**src/rtl/chain_code_pkg.sv**
```systemverilog
// Package: chain_code_pkg
// Shared types for the chain code generator.
// Assumes: the next-state action is chosen by one decoder and applied by one register.
package chain_code_pkg;

    // Action applied to the shift register on the next clock edge
    typedef enum logic [1:0] {
        ACT_HOLD   = 2'd0,
        ACT_SHIFT  = 2'd1,
        ACT_LOAD   = 2'd2,
        ACT_RESEED = 2'd3
    } step_act_e;

endpackage

```
**src/rtl/cc_action_sel.sv**
```systemverilog
// Module: cc_action_sel
// Picks what the shift register does on the next edge.
// Priority: load of a nonzero word, then reseed (zero load or all-zeros state),
// then step, then hold.
// Assumes: the register itself handles reset; this decode is purely combinational.
module cc_action_sel
    import chain_code_pkg::*;
#(
    parameter int STAGES = 4
) (
    input  logic              step_en,
    input  logic              load_en,
    input  logic [STAGES-1:0] load_val,
    input  logic [STAGES-1:0] state,
    output step_act_e         act
);

    logic load_is_zero;
    logic state_is_zero;

    // Detect the forbidden all-zeros word on the load port and in the register
    always_comb begin
        load_is_zero  = (load_val == '0);
        state_is_zero = (state == '0);
    end

    // Resolve the action by fixed priority
    always_comb begin
        if (load_en && !load_is_zero)
            act = ACT_LOAD;
        else if ((load_en && load_is_zero) || state_is_zero)
            act = ACT_RESEED;
        else if (step_en)
            act = ACT_SHIFT;
        else
            act = ACT_HOLD;
    end

endmodule

```
**src/rtl/cc_shift_reg.sv**
```systemverilog
// Module: cc_shift_reg
// State register of the generator. A shift moves each stage to the next one
// and feeds the first stage with the XOR of the last two stages.
// Assumes: the action comes from cc_action_sel; STAGES >= 3 and
// the feedback is maximal for the chosen length.
module cc_shift_reg
    import chain_code_pkg::*;
#(
    parameter int              STAGES = 4,
    parameter logic [STAGES-1:0] SEED = '0
) (
    input  logic              clk,
    input  logic              rst_n,
    input  step_act_e         act,
    input  logic [STAGES-1:0] load_val,
    output logic [STAGES-1:0] state
);

    logic fb;

    // Feedback bit from the penultimate and last stage
    always_comb fb = state[STAGES-1] ^ state[STAGES-2];

    // Register update: reset seed, load, reseed, shift or hold
    always_ff @(posedge clk) begin
        if (!rst_n) begin
            state <= SEED;
        end else begin
            case (act)
                ACT_LOAD:   state <= load_val;
                ACT_RESEED: state <= SEED;
                ACT_SHIFT:  state <= {state[STAGES-2:0], fb};
                default:    state <= state;
            endcase
        end
    end


    reset_seed_chk: assert property (@(posedge clk)
        $rose(rst_n) |-> state == SEED);


    shift_step_chk: assert property (@(posedge clk) disable iff (!rst_n)
        act == ACT_SHIFT |=> (state[STAGES-1:1] == $past(state[STAGES-2:0]))
                          && (state[0] == ($past(state[STAGES-1]) ^ $past(state[STAGES-2]))));


    hold_stable_chk: assert property (@(posedge clk) disable iff (!rst_n)
        act == ACT_HOLD |=> $stable(state));


    load_take_chk: assert property (@(posedge clk) disable iff (!rst_n)
        act == ACT_LOAD |=> state == $past(load_val));

endmodule

```
**src/rtl/cc_tap_mux.sv**
```systemverilog
// Module: cc_tap_mux
// Routes one selected stage of the state to the serial output.
// Assumes: sel is below STAGES; the selection is combinational.
module cc_tap_mux #(
    parameter int STAGES = 4,
    parameter int SEL_W  = 2
) (
    input  logic [STAGES-1:0] state,
    input  logic [SEL_W-1:0]  sel,
    output logic              bit_out
);

    logic [STAGES-1:0] hit;

    // One-hot decode of the selector, one AND term per stage
    for (genvar g = 0; g < STAGES; g++) begin : g_tap
        always_comb hit[g] = (sel == SEL_W'(g)) && state[g];
    end

    // OR the terms together into the serial bit
    always_comb bit_out = |hit;

endmodule

```
**src/rtl/chain_code_gen.sv**
```systemverilog
// Module: chain_code_gen
// Top level of the maximal-length chain code generator: action decode,
// shift register, serial tap and the period-start marker.
// Assumes: a single clock; reset is synchronous and active low.
module chain_code_gen
    import chain_code_pkg::*;
#(
    parameter int STAGES = 4,
    localparam int SEL_W = $clog2(STAGES),
    localparam logic [STAGES-1:0] SEED = STAGES'(2)
) (
    input  logic              clk,
    input  logic              rst_n,
    input  logic              step_en,
    input  logic              load_en,
    input  logic [STAGES-1:0] load_val,
    input  logic [SEL_W-1:0]  tap_sel,
    output logic              ser_out,
    output logic [STAGES-1:0] par_out,
    output logic              period_mark
);

    step_act_e         act;
    logic [STAGES-1:0] state;

    cc_action_sel #(.STAGES(STAGES)) u_act (
        .step_en  (step_en),
        .load_en  (load_en),
        .load_val (load_val),
        .state    (state),
        .act      (act)
    );

    cc_shift_reg #(.STAGES(STAGES), .SEED(SEED)) u_reg (
        .clk      (clk),
        .rst_n    (rst_n),
        .act      (act),
        .load_val (load_val),
        .state    (state)
    );

    cc_tap_mux #(.STAGES(STAGES), .SEL_W(SEL_W)) u_tap (
        .state   (state),
        .sel     (tap_sel),
        .bit_out (ser_out)
    );

    // Parallel output and seed-state marker
    always_comb begin
        par_out     = state;
        period_mark = (state == SEED);
    end


    never_zero_chk: assert property (@(posedge clk) disable iff (!rst_n)
        par_out != '0);


    zero_load_seed_chk: assert property (@(posedge clk) disable iff (!rst_n)
        load_en && load_val == '0 |=> period_mark);


    mark_single_chk: assert property (@(posedge clk) disable iff (!rst_n)
        period_mark && step_en && !load_en |=> !period_mark);

endmodule

```
**config.mk**
```make
export PLATFORM = sky130hd
export DESIGN_NAME = chain_code_gen
export DESIGN_NICKNAME = d
export VERILOG_FILES = /design/src/rtl/chain_code_pkg.sv /design/src/rtl/cc_action_sel.sv /design/src/rtl/cc_shift_reg.sv /design/src/rtl/cc_tap_mux.sv /design/src/rtl/chain_code_gen.sv
export SDC_FILE = /design/constraint.sdc
export NUM_CORES = 1
export LEC_CHECK = 0
export BUFFER_PORTS_ARGS = -buffer_cell sky130_fd_sc_hd__buf_4
export CAP_MARGIN = 20
export CORE_AREA = 10 10 47 49
export CTS_CLUSTER_SIZE = 30
export DETAILED_ROUTE_END_ITERATION = 16
export DIE_AREA = 0 0 57 59
export HOLD_SLACK_MARGIN = 0.06
export SYNTH_ARGS = -nofsm -noshare
export SYNTH_HDL_FRONTEND = slang
export SYNTH_SLANG_ARGS = --single-unit
```
**constraint.sdc**
```tcl
create_clock -name clk -period 1.45 [get_ports clk]
set_clock_uncertainty 0.15 [all_clocks]
set_input_delay 0 -clock clk [delete_from_list [all_inputs] [get_ports clk]]
set_output_delay 0 -clock clk [all_outputs]
set_load 0.01 [all_outputs]
```
# --- After elaboration in Yosys (flattened, before gate mapping) ---
# Cells that the tools add are included.
op_classes:
  eq_ne: 7
  n_mux: 4
  bitwise: 1
  reduce_logical: 13
op_table:
  columns: ["op", "count"]
  rows:
  - ["$pmux W4 S3", 1]
  - ["$eq A2 B2 Y1 const B", 4]
  - ["$logic_not A4 Y1", 2]
  - ["$logic_and A1 B1 Y1", 6]
  - ["$eq A2 B1 Y1 const B", 2]
  - ["$eq A4 B2 Y1 const B", 1]
  - ["$mux W2", 2]
  - ["$reduce_or A4 Y1", 1]
  - ["$reduce_bool A3 Y1", 1]
  - ["$logic_not A2 Y1", 1]
  - ["$logic_not A1 Y1", 1]
  - ["$logic_or A1 B1 Y1", 1]
  - ["$mux W1", 1]
  - ["$xor A1 B1 Y1", 1]
word_totals:
  regBits: 4
  inputBits: 10
  output_inout_bits: 6
  word_cells: 26

# --- Depth between registers and ports, before layout ---
# Gate-level depths: netlist of run 1.
depth:
  word_depth: 7
  depth_mapped: 4
  depth_no_buf: 4

# --- Cells and area by module ---
# A second synthesis of run 1 with hierarchy kept.
hier_totals:
  hier_cells: 28
  hier_area_um2: 284.0
by_module_without_submodules:
  columns: ["module", "n_inst", "cells_each", "area_each_um2", "seq_area_each_um2"]
  rows:
  - ["cc_shift_reg", 1, 22, 209.0, 80.1]
  - ["cc_action_sel", 1, 4, 37.5, 0.0]
  - ["cc_tap_mux", 1, 1, 22.5, 0.0]
  - ["chain_code_gen", 1, 1, 15.0, 0.0]

# --- Worst setup path after synthesis of run 1 ---
# Ideal clock, no wire load.
synth_path:
  kind: "reg2reg"
  startpoint: "reg u_reg.state[2]"
  endpoint: "reg u_reg.state[1]"
  setup_ns: 0.128
  arrival_time_ns: 1.011
  required_ns: 1.172
  setup_slack_ns: 0.161
  path_stages_with_launch: 5
  path_buffers: 0
  synth_period_minus_slack_ns: 1.289
  path_cell_list: "dfxtp_1 -> inv_1 -> ha_1 -> a221oi_1 -> o211ai_1"
synth_via:
  elab_chain_cells: 6
  word_cells_on_any_way: 9
  cone_classes: "eq/ne (3); mux (3); reduce/logical (3)"
synth_lines:
  columns: ["item", "line_no", "text"]
  rows:
  - ["from (decl)", "cc_shift_reg.sv:16", "output logic [STAGES-1:0] state"]
  - ["from (signal assigned)", "cc_shift_reg.sv:30", "ACT_LOAD: state <= load_val;"]
  - ["from (signal assigned)", "cc_shift_reg.sv:32", "ACT_SHIFT: state <= {state[STAGES-2:0], fb};"]
  - ["from (signal assigned)", "cc_shift_reg.sv:33", "default: state <= state;"]
  - ["$logic_not A4 Y1 *", "cc_action_sel.sv:24", "state_is_zero = (state == '0);"]
  - ["$logic_or A1 B1 Y1 *", "cc_action_sel.sv:31", "else if ((load_en && load_is_zero) || state_is_zero)"]
  - ["$mux W2 *", "cc_action_sel.sv:31", null]
  - ["$mux W2 *", "cc_action_sel.sv:29", "if (load_en && !load_is_zero)"]
  - ["$eq A2 B1 Y1 / $eq A2 B2 Y1 (equally long branches)", "cc_shift_reg.sv:29", "case (act)"]
  - ["$pmux W4 S3 / $reduce_bool A3 Y1 (equally long branches)", null, null]
# Mark *: on every way between the ends. The rest lies on a longest branch, timed or not.
# A chain may end at the register's enable or synchronous reset.

==> impl_metrics.py, run 1 <==
metrics = {
    "sta": {
        "worst_pin_slew_ns": 0.2432,
        "final_hold_viol_count": 0,
        "final.min_clock_period_ns": 1.399,
        "rsz0062_at_grt": "no",
        "report.final.slew_viol_count": 0,
        "relSlewSlack_pct": 83.79,
        "post-route-period-util_pct": 96.50,
        "max_clock_freq_mhz": 714.6,
        "setup_viol": 0,
        "setup_tns_ns": 0,
    },
    "clocking": {
        "numCtsBuffers": 3,
        "cts.sinks": 4,
        "clock_latency_ns": 0.24,
        "clk_pin_slew_ns": 0.04,
        "clock_path_buffers": 2,
        "htree_num_levels": 1,
        "cts_tree": "yes",
        "postCtsSetupRepairBufs": 0,
        "cts-root-buf": "clkbuf_4",
    },
    "logic_synthesis": {
        "syn_nets": 39,
        "synth.distinct_cells": 16,
        "synth_area_leaders": "dfxtp_1, mux2i_1, mux4_2, nand3_1, o21ai_1",
        "postSynthCellCount": 28,
        "synthArstFlopShare_pct": 0,
        "ys_seq_area_share_pct": 32.32,
        "avgSynthCellArea_sq_um": 8.848,
        "yosys.area.top_type_share_pct": 32.32,
        "syn_area_sq_um": 247.7,
        "synth_edf_count": 0,
        "synth_top_area_cell": "dfxtp_1",
        "synthTopCellsByCount": "dfxtp_1, inv_1, mux2i_1, nand3_1, o21ai_1",
        "ys_warn_count": 0,
        "synth_top_flop_cell": "dfxtp_1",
        "ys_seq_elements": 4,
        "synth.most_common_cell": "dfxtp_1",
    },
    "routing": {
        "viasPerCell": 4.343,
        "ant_nets": 0,
        "num_vias": 304,
        "postRouteWirelength_um": 803,
        "firstDrtPassIters": 4,
        "drcViolationCount": 0,
        "drt_iter0_drc": 1,
        "wl_per_cell_um": 11.47,
    },
    "placement": {
        "dp_hpwl_um": 631,
        "dp.cells": 58,
        "port_buffers": 15,
        "gp_congestion": 0.7330,
        "placed_area_sq_um": 376.6,
    },
    "finish": {
        "largest_reg_flops": 4,
        "synthToLayoutAreaGrowth_pct": 101.0,
        "utilization_pct": 35.54,
        "design_area_sq_um": 498.0,
        "antenna-diode-count": 0,
        "top_register": "u_reg.state",
        "final_net_count": 67,
        "final_cells": 70,
        "fill_cells": 159,
        "top_regs": "u_reg.state x4",
        "drive_gt1_share_pct": 35.19,
    },
    "worst_hold_path": {
        "hp-class": "input pin to flop",
    },
    "grt": {
        "overflow": 0,
        "grt_pass1_wl_um": 1497,
        "grt_pass1_vias": 360,
        "grt_max_degree": 8,
        "antenna_found_initial": 0,
        "gr-usage-all-layers_pct": 5.623,
    },
    "critical_path": {
        "required_ns": 1.43,
        "critPathCaptureType": "flop",
        "arrival_ns": 1.38,
        "path_max_fanout": 5,
        "start_kind": "input pin",
        "critPathKind": "input pin to flop",
    },
    "power_and_ir_drop": {
        "powerDensity_nw_per_um2": 786.5,
        "p_total_uw": 391.7,
        "p_leak_nw": 0.2327,
        "ir_worst_vdd_v": 0.0003488,
    },
    "floorplanning": {
        "die_area_sq_um": 3363,
        "initial_core_util_pct": 17.68,
        "core-area_sq_um": 1401,
        "fp-row-count": 14,
        "ioPinCount": 16,
        "die_h_um": 59,
        "die_w_um": 57,
    },
    "status": {
        "status": "completed",
    },
    "flow_run": {
        "maxCapViolations": 0,
    },
}
[worst paths after layout]
kind,depth (start not counted),slack [ns],end,from
max,5,0.05,u_reg.state[2],rst_n
min,4,0.14,u_reg.state[1],load_en
max reg2reg,4,0.18,u_reg.state[1],u_reg.state[3]
min reg2reg,2,0.40,u_reg.state[2],u_reg.state[2]
[cell type report]
| type | instances | area (sq um) | area share (%) |
|---|---|---|---|
| sequential | 4 | 81.33 | 16.33 |
| clock buffer | 3 | 22.52 | 4.523 |
| timing repair buffer | 24 | 210.2 | 42.21 |
| tap | 16 | 20.02 | 4.020 |
| multi-input combinational | 20 | 152.6 | 30.65 |
| inverter | 3 | 11.26 | 2.261 |
[metrics by stage]
step           setup WS, ns  hold WS, ns
6_report            0.05071       0.1421
3_3_place_gp         0.1361      0.08226
5_1_grt            0.001675       0.2238
2_1_floorplan        0.1610     -0.06113
3_5_place_dp         0.1218      0.08974
4_1_cts             0.06502       0.2013
[metal layers]
layer / share of wire (%) / global-route usage (%) / vias up
met4: 1.4 / 3.020 / 0
met2: 49 / 8.992 / 12
li1: - / - / 155
met3: 11 / 4.077 / 2
met1: 39 / 5.238 / 135
met5: 0 / 0 / -
[cells by family (layout without fill, tap and decap cells)]
family | after synthesis | count (layout) | synth area share [%]
simple gates | 9 | 9 | 19.19
flops | 4 | 4 | 32.32
buf+inv | 4 | 30 | 6.059
fa+ha+maj | 1 | 1 | 5.050
compound gates | 6 | 6 | 16.16
mux | 4 | 4 | 21.21
[cells in the final DEF (no fill, tap or decap)]
| cell type | instances |
|---|---|
| dlymetal6s4s_1 | 2 |
| mux4_2 | 1 |
| a221oi_1 | 1 |
| nor3b_1 | 1 |
| and3b_1 | 1 |
| dfxtp_2 | 1 |
| nor2_1 | 2 |
| a211o_1 | 1 |
| mux2i_1 | 3 |
| dfxtp_1 | 3 |
| buf_4 | 14 |
| clkbuf_4 | 3 |
| inv_1 | 3 |
| nand3_1 | 3 |
| nor3_1 | 1 |
| ha_1 | 1 |
| dlygate4sd3_1 | 8 |
| o211ai_1 | 1 |
| o21ai_1 | 3 |
| nand2_1 | 1 |
[report_power, final]
part	internal, mW	total, mW	switching, mW
Clock	0.0925	0.138	0.0460
Sequential	0.120	0.131	0.0111
Combinational	0.0759	0.122	0.0459
Total	0.289	0.392	0.103
[worst max-delay path: stages]
cell,delay [ns]
dlygate4sd3_1,0.54
buf_4,0.15
nand3_1,0.09
dlygate4sd3_1,0.55
o21ai_1,0.05
[timing repair]
action,in CTS,in global routing
setup endpoints to repair,0,4
resized for setup,0,3
hold endpoints to repair,4,0
hold buffers,10,0
(Power assumes the default switching activity.)
==> run 2: changes to the inputs <==
Settings changed: ABC_AREA set to 1.
==> run 2 against run 1 <==
Worst hold slack worse by 0.0049 ns; sequential share of layout area is 2.3 points lower; combinational power is 34% higher; global-route usage is 0.68 points higher; synthesized area is 35% higher; final cell count is 37% higher; critical path depth stayed put; worst setup slack better by 0.080 ns; synthesized cell count is 93% higher; cell area is 14% higher; flip-flop and latch count stayed put; clock-buffer cell count stayed put; critical path type is now flop to primary output; critical endpoint is now period_mark; highest routed layer is now met3.
==> impl_metrics.py, run 2 <==
metrics = {
    "clocking": {
        "cts.sinks": 4,
        "cts-root-buf": "clkbuf_4",
        "htree_num_levels": 1,
        "clock_latency_ns": 0.23,
        "numCtsBuffers": 3,
        "cts_tree": "yes",
        "clk_pin_slew_ns": 0.03,
        "postCtsSetupRepairBufs": 0,
        "clock_path_buffers": 2,
    },
    "logic_synthesis": {
        "syn_nets": 65,
        "synthTopCellsByCount": "nand2_1, inv_1, dfxtp_1, nor2_1",
        "synth.most_common_cell": "nand2_1",
        "synth.distinct_cells": 18,
        "synth_top_area_cell": "dfxtp_1",
        "avgSynthCellArea_sq_um": 6.186,
        "synth_top_flop_cell": "dfxtp_1",
        "synth_area_leaders": "dfxtp_1, nand2_1, inv_1, nand4_1, nand3_4",
        "ys_seq_area_share_pct": 23.97,
        "ys_seq_elements": 4,
        "synth_edf_count": 0,
        "synthArstFlopShare_pct": 0,
        "ys_warn_count": 0,
        "syn_area_sq_um": 334.1,
        "yosys.area.top_type_share_pct": 23.97,
        "postSynthCellCount": 54,
    },
    "finish": {
        "fill_cells": 150,
        "drive_gt1_share_pct": 33.75,
        "synthToLayoutAreaGrowth_pct": 70.41,
        "largest_reg_flops": 4,
        "top_regs": "u_reg.state x4",
        "final_net_count": 93,
        "mostFrequentLayoutCells": "nand2_1, buf_4, inv_1, dlygate4sd3_1",
        "top_register": "u_reg.state",
        "antenna-diode-count": 0,
        "final_common_cell": "nand2_1",
        "utilization_pct": 40.63,
    },
    "grt": {
        "antenna_found_initial": 0,
        "grt_pass1_vias": 441,
        "grt_max_degree": 7,
        "overflow": 0,
        "grt_pass1_wl_um": 1738,
        "gr-usage-all-layers_pct": 6.301,
    },
    "routing": {
        "num_vias": 422,
        "firstDrtPassIters": 2,
        "ant_nets": 0,
        "drt_iter0_drc": 4,
        "postRouteWirelength_um": 990,
        "viasPerCell": 4.396,
        "wl_per_cell_um": 10.31,
        "drcViolationCount": 0,
    },
    "status": {
        "status": "completed",
    },
    "critical_path": {
        "critPathCaptureType": "primary output",
        "required_ns": 1.30,
        "critPathKind": "flop to primary output",
        "path_max_fanout": 3,
        "arrival_ns": 1.17,
        "start_kind": "flop",
    },
    "flow_run": {
        "maxCapViolations": 0,
    },
    "power_and_ir_drop": {
        "powerDensity_nw_per_um2": 751.4,
        "p_total_uw": 427.7,
        "ir_worst_vdd_v": 0.0005685,
        "p_leak_nw": 0.3100,
    },
    "sta": {
        "max_clock_freq_mhz": 758.1,
        "setup_tns_ns": 0,
        "worst_pin_slew_ns": 0.2259,
        "report.final.slew_viol_count": 0,
        "post-route-period-util_pct": 90.97,
        "relSlewSlack_pct": 84.92,
        "rsz0062_at_grt": "no",
        "setup_viol": 0,
        "final.min_clock_period_ns": 1.319,
        "final_hold_viol_count": 0,
        "setup_ws_ns": 0.1310,
    },
    "floorplanning": {
        "die_w_um": 57,
        "ioPinCount": 16,
        "die_h_um": 59,
        "fp-row-count": 14,
        "initial_core_util_pct": 23.84,
        "core-area_sq_um": 1401,
        "die_area_sq_um": 3363,
    },
    "worst_hold_path": {
        "hp-class": "input pin to primary output",
    },
    "placement": {
        "gp_congestion": 0.8654,
        "pre_cts_slack_ns": 0.1478,
        "dp_hpwl_um": 789,
        "port_buffers": 15,
    },
}
## run 2: cell count changes after synthesis, sizes merged, moves of 3 or more
cell / before / now
inv: 3 / 11
nor2: 2 / 5
nand2: 1 / 20
nand4: 0 / 3
mux2i: 3 / 0
## run 2: repair_timing
item	4_1_cts	5_1_grt
hold buffers	7	0
gates resized for setup	0	1
hold endpoints to repair	4	0
setup endpoints to repair	0	1
## run 2: layout make-up
| type | instances | area [sq um] | share of cell area [%] |
|---|---|---|---|
| inverter | 11 | 43.79 | 7.692 |
| sequential | 4 | 80.08 | 14.07 |
| multi-input combinational | 39 | 212.7 | 37.36 |
| tap | 16 | 20.02 | 3.516 |
| clock buffer | 3 | 22.52 | 3.956 |
| timing repair buffer | 23 | 190.2 | 33.41 |
## run 2: final timing paths
kind | end | depth (start not counted) | slack [ns] | start
setup / recovery | period_mark | 5 | 0.13 | u_reg.state[3]
hold / removal | ser_out | 3 | 0.14 | tap_sel[1]
setup reg to reg | u_reg.state[1] | 8 | 0.20 | u_reg.state[3]
hold reg to reg | u_reg.state[2] | 3 | 0.46 | u_reg.state[2]
## run 2: critical path, stage by stage (launching register included)
cell and delay, ns:
dfxtp_1 0.32, inv_1 0.08, ha_2 0.20, inv_1 0.04, nor3_1 0.15, buf_4 0.15
## run 2: kinds of logic after synthesis
| logic type | Yosys count | synth area share [%] |
|---|---|---|
| buf+inv | 11 | 13.11 |
| fa+ha+maj | 1 | 3.745 |
| simple gates | 33 | 49.44 |
| compound gates | 5 | 9.737 |
| flops | 4 | 23.97 |
## run 2: routing by layer
layer | vias up | wire length [um] | track usage (%) | share of wire (%)
li1 | 223 | - | - | -
met3 | 0 | 71 | 3.648 | 7.2
met1 | 187 | 413 | 6.746 | 42
met2 | 12 | 505 | 9.767 | 51
met4 | 0 | 0 | 3.020 | 0
met5 | - | 0 | 0 | 0
## run 2: through the flow
stage,cell area [sq um],hold slack [ns],cells
floorplan,334.1,-0.05635,54
global placement,474.2,0.07408,86
detailed placement,474.2,0.08000,86
CTS,566.8,0.1388,96
global route,569.3,0.1792,96
finish,569.3,0.1372,96
## run 2: power by group
part,switching (mW),internal (mW),total [mW]
Clock,0.0400,0.0922,0.132
Sequential,0.0113,0.121,0.132
Combinational,0.0798,0.0839,0.164
Total,0.131,0.297,0.428
